--- config.mk ---
export PLATFORM = sky130hd
export DESIGN_NAME = mdio_master
export DESIGN_NICKNAME = d
export VERILOG_FILES = /design/src/rtl/mdio_master_pkg.sv /design/src/rtl/mdio_clkgen.sv /design/src/rtl/mdio_framer.sv /design/src/rtl/mdio_master.sv
export SDC_FILE = /design/constraint.sdc
export NUM_CORES = 1
export LEC_CHECK = 0
export ABC_AREA = 1
export BUFFER_PORTS_ARGS = -buffer_cell sky130_fd_sc_hd__buf_2
export CORE_MARGIN = 2
export CORE_UTILIZATION = 40
export DETAILED_ROUTE_END_ITERATION = 8
export HOLD_SLACK_MARGIN = 0.03
export SLEW_MARGIN = 20
export SYNTH_ARGS = -nofsm -noshare
export SYNTH_HDL_FRONTEND = slang
export SYNTH_SLANG_ARGS = --single-unit
--- constraint.sdc ---
create_clock -name clk -period 3 [get_ports clk]
set_clock_uncertainty 0.15 [all_clocks]
set_input_delay 0.15 -clock clk [delete_from_list [all_inputs] [get_ports clk]]
set_output_delay 0.15 -clock clk [all_outputs]
set_load 0.05 [all_outputs]
--- src/rtl/mdio_master_pkg.sv ---
package mdio_master_pkg;
   typedef enum logic [1:0] {
      ACC_STD_RD = 2'd0,
      ACC_STD_WR = 2'd1,
      ACC_EXT_RD = 2'd2,
      ACC_EXT_WR = 2'd3
   } mdio_access_e;

   typedef enum logic [1:0] {
      ST_IDLE  = 2'd0,
      ST_FRAME = 2'd1,
      ST_TAIL  = 2'd2
   } mdio_state_e;

   localparam int FRAME_BITS = 64;
   localparam int DATA_BITS  = 16;
   localparam int TA_FIRST   = FRAME_BITS - DATA_BITS - 2;  // index of first turnaround bit
   localparam int DATA_FIRST = FRAME_BITS - DATA_BITS;      // index of first data bit
endpackage

--- src/rtl/mdio_clkgen.sv ---
module mdio_clkgen #(
   parameter int DIV_W    = 8,
   parameter int MIN_HALF = 20
) (
   input  logic             clk,
   input  logic             rst_n,
   input  logic             en,
   input  logic [DIV_W-1:0] half_req,
   output logic             mdc,
   output logic             rise_tick,
   output logic             fall_tick
);
   localparam int RUN_W = DIV_W + 1;

   logic [DIV_W-1:0] half_eff;
   logic [DIV_W-1:0] cnt;
   logic             tick;

   initial assert (MIN_HALF >= 1 && MIN_HALF < (1 << DIV_W))
      else $error("mdio_clkgen: MIN_HALF must fit in DIV_W bits");

   generate
      if (MIN_HALF > 1) begin : g_clamp
         assign half_eff = (half_req < DIV_W'(MIN_HALF)) ? DIV_W'(MIN_HALF) : half_req;
      end else begin : g_nonzero
         assign half_eff = (half_req == '0) ? DIV_W'(1) : half_req;
      end
   endgenerate

   assign tick      = en && (cnt == half_eff - DIV_W'(1));
   assign rise_tick = tick && !mdc;
   assign fall_tick = tick && mdc;

   always_ff @(posedge clk or negedge rst_n) begin
      if (!rst_n) begin
         cnt <= '0;
         mdc <= 1'b0;
      end else if (!en) begin
         cnt <= '0;
         mdc <= 1'b0;
      end else if (tick) begin
         cnt <= '0;
         mdc <= ~mdc;
      end else begin
         cnt <= cnt + DIV_W'(1);
      end
   end

   // Phase-length observer: cycles mdc held its value before the latest change
   logic             mdc_q;
   logic [RUN_W-1:0] run;
   always_ff @(posedge clk or negedge rst_n) begin
      if (!rst_n) begin
         mdc_q <= 1'b0;
         run   <= '1;
      end else begin
         mdc_q <= mdc;
         if (mdc != mdc_q)   run <= RUN_W'(1);
         else if (run != '1) run <= run + RUN_W'(1);
      end
   end

   // no MDC phase shorter than the floor
   p_phase_floor_r8: assert property (@(posedge clk) disable iff (!rst_n)
      (mdc != mdc_q) |-> (run >= RUN_W'(MIN_HALF)));
endmodule

--- src/rtl/mdio_framer.sv ---
module mdio_framer
   import mdio_master_pkg::*;
#(
   parameter bit EXT_PHY_B3 = 1'b0
) (
   input  logic [1:0]            access,
   input  logic [4:0]            phy_addr,
   input  logic [4:0]            reg_addr,
   input  logic [7:0]            ext_addr,
   input  logic [DATA_BITS-1:0]  wdata,
   output logic [FRAME_BITS-1:0] frame,
   output logic [FRAME_BITS-1:0] oe_mask,
   output logic                  is_read,
   output logic                  is_ext
);
   mdio_access_e acc;
   logic [1:0]   op;
   logic [4:0]   phy_f, reg_f;
   logic [15:0]  data_f;
   logic [1:0]   ta_f;

   assign acc     = mdio_access_e'(access);
   assign is_read = (acc == ACC_STD_RD) || (acc == ACC_EXT_RD);
   assign is_ext  = (acc == ACC_EXT_RD) || (acc == ACC_EXT_WR);

   always_comb begin
      op     = 2'b00;
      phy_f  = {~acc[0], EXT_PHY_B3, ext_addr[7:5]};
      reg_f  = ext_addr[4:0];
      data_f = {8'h00, wdata[7:0]};
      unique case (acc)
         ACC_STD_RD: begin op = 2'b10; phy_f = phy_addr; reg_f = reg_addr; data_f = '0;    end
         ACC_STD_WR: begin op = 2'b01; phy_f = phy_addr; reg_f = reg_addr; data_f = wdata; end
         ACC_EXT_RD: data_f = '0;
         ACC_EXT_WR: ;
         default:    ;
      endcase
      ta_f    = is_read ? 2'b00 : 2'b10;
      frame   = {32'hFFFF_FFFF, 2'b01, op, phy_f, reg_f, ta_f, data_f};
      oe_mask = is_read ? {{(FRAME_BITS-DATA_BITS-2){1'b1}}, {(DATA_BITS+2){1'b0}}}
                        : {FRAME_BITS{1'b1}};
   end
endmodule

--- src/rtl/mdio_master.sv ---
module mdio_master
   import mdio_master_pkg::*;
#(
   parameter int SYS_CLK_KHZ = 200000,
   parameter int MDC_MAX_KHZ = 5000,
   parameter int DIV_W       = 8,
   parameter bit EXT_PHY_B3  = 1'b0
) (
   input  logic             clk,
   input  logic             rst_n,
   input  logic             start,
   input  logic [1:0]       access,
   input  logic [4:0]       phy_addr,
   input  logic [4:0]       reg_addr,
   input  logic [7:0]       ext_addr,
   input  logic [15:0]      wdata,
   input  logic [DIV_W-1:0] half_period,
   output logic             busy,
   output logic             done,
   output logic [15:0]      rdata,
   output logic             mdc,
   output logic             mdio_o,
   output logic             mdio_oe,
   input  logic             mdio_i
);
   localparam int MIN_HALF = (SYS_CLK_KHZ + 2*MDC_MAX_KHZ - 1) / (2*MDC_MAX_KHZ);
   localparam int CNT_W    = $clog2(FRAME_BITS);

   initial assert (MDC_MAX_KHZ > 0 && SYS_CLK_KHZ >= 2*MDC_MAX_KHZ)
      else $error("mdio_master: system clock too slow for MDC limit");
   initial assert (MIN_HALF < (1 << DIV_W))
      else $error("mdio_master: DIV_W too narrow for MIN_HALF");

   mdio_state_e           state;
   logic [CNT_W-1:0]      bit_cnt;
   logic [FRAME_BITS-1:0] sh_data, sh_oe;
   logic [FRAME_BITS-1:0] frame_n, oe_n;
   logic                  rd_n, ext_n, rd_q, ext_q;
   logic [DATA_BITS-1:0]  cap;
   logic [DIV_W-1:0]      half_q;
   logic                  rise_tick, fall_tick;

   mdio_framer #(.EXT_PHY_B3(EXT_PHY_B3)) u_framer (
      .access  (access),
      .phy_addr(phy_addr),
      .reg_addr(reg_addr),
      .ext_addr(ext_addr),
      .wdata   (wdata),
      .frame   (frame_n),
      .oe_mask (oe_n),
      .is_read (rd_n),
      .is_ext  (ext_n)
   );

   mdio_clkgen #(.DIV_W(DIV_W), .MIN_HALF(MIN_HALF)) u_clkgen (
      .clk      (clk),
      .rst_n    (rst_n),
      .en       (state != ST_IDLE),
      .half_req (half_q),
      .mdc      (mdc),
      .rise_tick(rise_tick),
      .fall_tick(fall_tick)
   );

   assign busy    = (state != ST_IDLE);
   assign mdio_oe = (state == ST_FRAME) && sh_oe[FRAME_BITS-1];
   assign mdio_o  = mdio_oe && sh_data[FRAME_BITS-1];

   always_ff @(posedge clk or negedge rst_n) begin
      if (!rst_n) begin
         state   <= ST_IDLE;
         bit_cnt <= '0;
         sh_data <= '0;
         sh_oe   <= '0;
         rd_q    <= 1'b0;
         ext_q   <= 1'b0;
         cap     <= '0;
         half_q  <= '0;
         rdata   <= '0;
         done    <= 1'b0;
      end else begin
         done <= 1'b0;
         unique case (state)
            ST_IDLE: if (start) begin
               state   <= ST_FRAME;
               bit_cnt <= '0;
               sh_data <= frame_n;
               sh_oe   <= oe_n;
               rd_q    <= rd_n;
               ext_q   <= ext_n;
               half_q  <= half_period;
            end
            ST_FRAME: begin
               if (rise_tick && rd_q && (bit_cnt >= CNT_W'(DATA_FIRST)))
                  cap <= {cap[DATA_BITS-2:0], mdio_i};
               if (fall_tick) begin
                  if (bit_cnt == CNT_W'(FRAME_BITS-1)) begin
                     state <= ST_TAIL;
                  end else begin
                     bit_cnt <= bit_cnt + CNT_W'(1);
                     sh_data <= {sh_data[FRAME_BITS-2:0], 1'b0};
                     sh_oe   <= {sh_oe[FRAME_BITS-2:0], 1'b0};
                  end
               end
            end
            ST_TAIL: if (fall_tick) begin
               state <= ST_IDLE;
               done  <= 1'b1;
               rdata <= ext_q ? {8'h00, cap[7:0]} : cap;
            end
            default: state <= ST_IDLE;
         endcase
      end
   end

   // bus quiet whenever no frame is in progress
   p_idle_quiet_r1: assert property (@(posedge clk) disable iff (!rst_n)
      !busy |-> (!mdc && !mdio_oe));
   // data and enable frozen while MDC is high
   p_stable_high_r9: assert property (@(posedge clk) disable iff (!rst_n)
      (mdc && $past(mdc)) |-> ($stable(mdio_o) && $stable(mdio_oe)));
   // line released for turnaround and data on reads
   p_read_release_r3: assert property (@(posedge clk) disable iff (!rst_n)
      (state == ST_FRAME && rd_q && bit_cnt >= CNT_W'(TA_FIRST)) |-> !mdio_oe);
   // done is a single-cycle pulse, and the master is idle when it fires
   p_done_pulse_r10: assert property (@(posedge clk) disable iff (!rst_n)
      done |-> (!busy ##1 !done));
   // tail period keeps the line released
   p_tail_release_r10: assert property (@(posedge clk) disable iff (!rst_n)
      (state == ST_TAIL) |-> !mdio_oe);
endmodule

# After elaboration in Yosys (flattened, before gate mapping)
# Cells that the tools add are included.
dict set report op_classes {
  magnitude_cmp 2
  bitwise 2
  n_mul 0
  eq_ne 13
  addsub 3
  shifts 0
  muxes 31
  n_div 0
  reduce_logical 21
}
# op count
set op_table {}
lappend op_table {{64-bit two-way mux} 6}
lappend op_table {{64-bit case mux with 2 select lines} 2}
lappend op_table {{16-bit case mux with 2 select lines} 1}
lappend op_table {{8-bit two-way mux} 3}
lappend op_table {{18-bit two-way mux} 1}
lappend op_table {{6-bit two-way mux} 3}
lappend op_table {{16-bit two-way mux} 1}
lappend op_table {{6-bit case mux with 2 select lines} 1}
lappend op_table {{2-bit two-way mux} 5}
lappend op_table {{5-bit two-way mux} 2}
lappend op_table {{2-bit inequality test (second input constant)} 5}
lappend op_table {{8-bit by 1-bit adder with 8-bit output (second input constant)} 1}
lappend op_table {{8-bit equality test} 1}
lappend op_table {{8-bit by 5-bit less-than comparator with 1-bit output (second input constant)} 1}
lappend op_table {{4-bit AND reduction} 2}
lappend op_table {{8-bit by 1-bit subtractor with 8-bit output (second input constant)} 1}
lappend op_table {{1-bit logical AND} 7}
lappend op_table {{6-bit by 1-bit adder with 6-bit output (second input constant)} 1}
lappend op_table {{2-bit equality test (second input constant)} 3}
lappend op_table {{6-bit equality test (second input constant)} 1}
lappend op_table {{6-bit >= comparator (second input constant)} 1}
lappend op_table {{2-bit case mux with 3 select lines} 1}
lappend op_table {{2-bit AND reduction} 3}
lappend op_table {{2-bit by 1-bit equality test with 1-bit output (second input constant)} 2}
lappend op_table {{other kinds (9)} 17}
dict set report totals {
  register_bits 188
  n_memories 0
  ramBits 0
  inputBits 48
  out_inout_bits 21
  latchBits 0
  rom_bits 0
  wordCells 84
}

# Depth between registers and ports, before layout
dict set report logic_depth {
  word_depth 9
  ltp_mapped 21
  ltp_nobuf 19
}

# Hierarchy
# A second synthesis with hierarchy kept.
dict set report unflattened {
  hier_cells 1198
  area_unflattened_um2 9977.1
}
# module cells_each seq_area_each_um2 n_inst area_per_inst_um2
set by_module_without_submodules {}
lappend by_module_without_submodules {mdio_master 908 4479.3 1 8091.5}
lappend by_module_without_submodules {mdio_framer 171 0.0 1 1038.5}
lappend by_module_without_submodules {mdio_clkgen 119 225.2 1 847.1}

# Worst setup path after synthesis
# OpenSTA, ideal clock, no wires.
dict set report synth_timing {
  kind {register to register}
  startpoint {reg half_q[5]}
  endpoint {reg sh_oe[10]}
  path_slack_ns 0.322
  stages_incl_launch_ff 20
  n_path_buf 2
  synth_period_minus_slack_ns 2.678
  required_time_ns 2.733
  arrival_ns 2.411
  setup_ns 0.117
  path_cell_list {dfrtp_1 inv_2 nand2_1 nor2_2 nand2_2 nand2_1 ha_1 nand3_1 nor2_1 o21ai_1 a21oi_1 nand2_1 nor2_1 nand4_1 nand2_2 nand3_4 buf_6 buf_4 nand2_1 nand2_1}
}
dict set report synth_between {
  elab_chain_len 8
}
# item line_no
set synth_lines {}
lappend synth_lines {{start, declared} mdio_master.sv:40} ;# logic [DIV_W-1:0] half_q;
lappend synth_lines {{start signal, assigned} mdio_master.sv:91} ;# half_q <= half_period;
lappend synth_lines {{8-bit by 5-bit less-than comparator with 1-bit output} mdio_clkgen.sv:24} ;# assign half_eff = (half_req < DIV_W'(MIN_HALF)) ? DIV_W'(MIN_HALF) : half_req;
lappend synth_lines {{8-bit two-way mux (*)} mdio_clkgen.sv:24}
lappend synth_lines {{8-bit by 1-bit subtractor with 8-bit output (*)} mdio_clkgen.sv:30} ;# assign tick = en && (cnt == half_eff - DIV_W'(1));
lappend synth_lines {{8-bit equality test (*)} mdio_clkgen.sv:30}
lappend synth_lines {{1-bit logical AND (*)} mdio_clkgen.sv:30}
lappend synth_lines {{1-bit logical AND (*)} mdio_clkgen.sv:32} ;# assign fall_tick = tick && mdc;
lappend synth_lines {{2-bit inequality test (no line) (*)} --}
lappend synth_lines {{4-bit AND reduction (no line) (*)} --}
lappend synth_lines {{end signal, assigned} mdio_master.sv:88} ;# sh_oe <= oe_n;
lappend synth_lines {{end signal, assigned} mdio_master.sv:102} ;# sh_oe <= {sh_oe[FRAME_BITS-2:0], 1'b0};
lappend synth_lines {{end, declared} mdio_master.sv:36} ;# logic [FRAME_BITS-1:0] sh_data, sh_oe;
# Every way passes the cells marked *; elsewhere a longest branch is shown, timed or not.
# A chain may end at the register's enable or synchronous reset.

# Worst setup path in the final report
dict set report layout_timing {
  startpoint {reg half_q[5]}
  endpoint {reg sh_data[19]}
}
dict set report layout_between {
  elab_chain_len 8
}
# item line_no
set layout_lines {}
lappend layout_lines {{8-bit by 5-bit less-than comparator with 1-bit output} mdio_clkgen.sv:24}
lappend layout_lines {{8-bit two-way mux (*)} mdio_clkgen.sv:24}
lappend layout_lines {{8-bit by 1-bit subtractor with 8-bit output (*)} mdio_clkgen.sv:30}
lappend layout_lines {{8-bit equality test (*)} mdio_clkgen.sv:30}
lappend layout_lines {{1-bit logical AND (*)} mdio_clkgen.sv:30}
lappend layout_lines {{1-bit logical AND (*)} mdio_clkgen.sv:32}
lappend layout_lines {{2-bit inequality test (no line) (*)} --}
lappend layout_lines {{4-bit AND reduction (no line) (*)} --}
lappend layout_lines {{end signal, assigned} mdio_master.sv:87} ;# sh_data <= frame_n;
lappend layout_lines {{end signal, assigned} mdio_master.sv:101} ;# sh_data <= {sh_data[FRAME_BITS-2:0], 1'b0};
lappend layout_lines {{end, declared} mdio_master.sv:36}
# Marked as above.

==> results.md <==
- Outcome: finished clean
- Diodes inserted: 0
- Io pins: 69
- WP data required: 3160 ps
- Row count: 55
- Reg2Reg Setup Slack: 170 ps
- Fin area: 11000 um^2
- Worst-path clk slew: 70 ps
- CP Class: flip-flop to flip-flop
- DR WL/cell: 14.4 um
- Wire length on met3: 965 um
- Synth Flop Type: dfrtp_1
- Critical Path AT: 2990 ps
- Clk buf depth: 2
- Unique masters post-synth: 29
- DRC errors left: 0
- Syn Std Cell Area: 9110 um^2
- Worst Path Max Fanout: 33
- Final ANT Viol Nets: 0
- Vias after detailed routing: 7722
- Slowest-stage cell, CP: dfrtp_1
- Unrepaired setup endpoints after global routing: true
- Least-Margin Pin Slew: 813 ps
- Largest delay share family, worst path: simple AND/OR/NAND/NOR gates
- Area contributors post-synth: dfrtp_1 (52%), nand2_1 (18%), nand4_1 (9.5%)
- Share of cells above drive strength 1: 19.3%
- HPWL after DPL: 10600 um
- Placed cell areas: 9690 um^2
- EDFF count, synth: 0
- Register area share after synthesis: 51.6%
- Gr usage total: 17.4%
- Delay of the slowest critical-path stage: 400 ps
- Routability cong.: 0.781
- Top cell type's share of synthesized area: 51.6%
- Maxcap violations: 0
- Core outline area: 22500 um^2
- Latest clock arrival within the worst-skew pair: 430 ps
- Initial Util: 40.5%
- Highest Clock Rate: 354 MHz
- Final period utilization: 94.2%
- Die width: 155 um
- Synth Warn #: 0
- Ys async rst share: 100%
- Met1 WL: 10700 um
- Slew headroom: 45.8%
- Critical Path Most Common Cell: nand2_1
- VDD IR-drop max: 453 uV
- Max-slew violations: 0
- Final net count: 1252
- CTS buffer count: 17
- Synth Instances: 1122
- CTS sink cnt: 188
- CTS Root Cell: clkbuf_16
- DR top layer: met4
- Power Density: 964 nW/um^2
- Leakage Power: 5.78 nW
- Synth Register Bits: 188
- Largest net degree at the start of global routing: 136
- Total grt overflow: 0
- Antenna violations before repair: 0
- Synth Area per Inst: 8.12 um^2
- Buf/Inv on CP: 3
- Startpoint Class: flip-flop
- Port Buf Inserts: 68
- First-pass GRT wire length: 35000 um
- # setup viols final: 0
- Die height: 155 um
- Hold WC Path Type: input port to flip-flop
- Most frequent cells after synthesis: nand2_1 (430), dfrtp_1 (188), nand4_1 (138), or2_2 (80), clkbuf_1 (62)
- Synth area leader: dfrtp_1
- Min cycle time layout: 2830 ps
- TritonRoute pass-1 iters: 5
- Worst setup EP type: flip-flop
- Vias per inst: 5.15
- Wire length on met2: 9770 um
- Die ar.: 24000 um^2
- Post-synth net total: 1173
- Hold Vio Cnt, Final: 0
- Iter 0 DRT Violations: 650
- CTS tree: yes
- H-tree Lvls: 4
- Fill cell count: 2127
- Worst hold slack: 39.6 ps
- Post-Route WL: 21700 um
- CP Cell Sequence: inv_2 > nand2_2 > nor2_4 > nand2_4 > nand2_4 > ha_4 > xnor2_2 > nand3_1 > nand2_2 > nand2_1 > nor2_1 > nand2_1 > nor2_2 > nand4_1 > nand2_4 > nand3_4 > buf_12 > buf_12 > nand2_1 > nand2_1
- Count leader, synth: nand2_1
- Vias in the first global route: 7389
- Area grow syn2layout: 21.1%
## per-stage QoR
stage                     utilization (%)  cells  power [mW]  setup TNS [ps]  setup WS (ps)
after global placement               43.1   1409        7.67               0           50.8
after CTS                            47.8   1486        10.3          -0.414         -0.414
after detailed placement             43.1   1409        7.71               0           28.3
after floorplan                         -   1122        6.89               0            322
final                                49.0   1499        10.6               0            173
after global routing                 49.0   1499        11.5           -3280          -50.7
## layout by cell type, fill, tap and decap left out, types with 6 or more instances in the layout
cell and n:
dlygate4sd3_1 45, or2_2 80, o21ai_0 27, a21oi_1 6, a31oi_1 8, buf_2 67
inv_1 41, o21ai_1 20, a22o_1 7, nand3_1 12, dfrtp_1 188, a32o_1 8
nand4_1 138, nand2_1 424, buf_12 7, xor2_1 6, buf_4 13, nor2_1 34
clkbuf_16 20
## area by class of cell
class / instances / area (um^2) / share of cell area [%]
Sequential cell: 188 / 4700 / 42.6
Multi-Input combinational cell: 802 / 3950 / 35.8
Tap cell: 285 / 357 / 3.23
Clock buffer: 17 / 425 / 3.86
Clock inverter: 15 / 198 / 1.79
Timing Repair Buffer: 142 / 1210 / 11.0
Inverter: 50 / 190 / 1.72
## metal layers
metal,vias to the layer above,global-route usage (%)
met2,164,28.5
li1,3848,-
met5,-,0
met1,3694,24.3
met3,16,3.15
met4,0,3.66
## cells by family after synthesis
group / count (synthesis) / synth area share [%]
buffers and inverters: 132 / 5.99
adders and majority gates: 3 / 0.412
AOI/OAI and AO/OA: 78 / 5.15
and+or+nand+nor: 712 / 36.0
DFF: 188 / 51.6
xor gates and xnor gates: 9 / 0.865
## sequential cells by signal (all words and copies together), names as in the netlist, 2 cells and up
name and count:
half_q 8, rdata 16, bit_cnt 6, sh_oe 64
u_clkgen.cnt 8, sh_data 64, cap 16, state 2
## report_power, final
| group | internal, mW | switching [mW] |
|---|---|---|
| logic | 1.90 | 2.46 |
| clock network | 1.28 | 1.09 |
| registers | 3.40 | 0.501 |
## worst register-to-register path: cells and delay by family, from the launching register on
kind / cells / cell delay [ps]
simple gates: 15 / 1440
buf+inv: 3 / 440
flops: 1 / 400
fa+ha+maj: 1 / 160
xor+xnor: 1 / 120
## timing repair
action,4_1_cts,5_1_grt
pin swaps,0,8
endpoints found under the hold margin,130,0
setup endpoints to repair,1,169
hold buffers,45,0
cloned,0,8
gates resized for setup,0,20
setup buffers,0,5
## path summary, 6_finish.rpt
path	start	to	cells after the start
max	half_q[5]	sh_data[19]	20
min	wdata[1]	sh_data[1]	4
max reg2reg	half_q[5]	sh_data[19]	20
min reg2reg	sh_data[55]	sh_data[55]	2
max in group asynchronous	rst_n	sh_oe[31]	3
min in group asynchronous	rst_n	sh_data[7]	2
(Power assumes the default switching activity.)
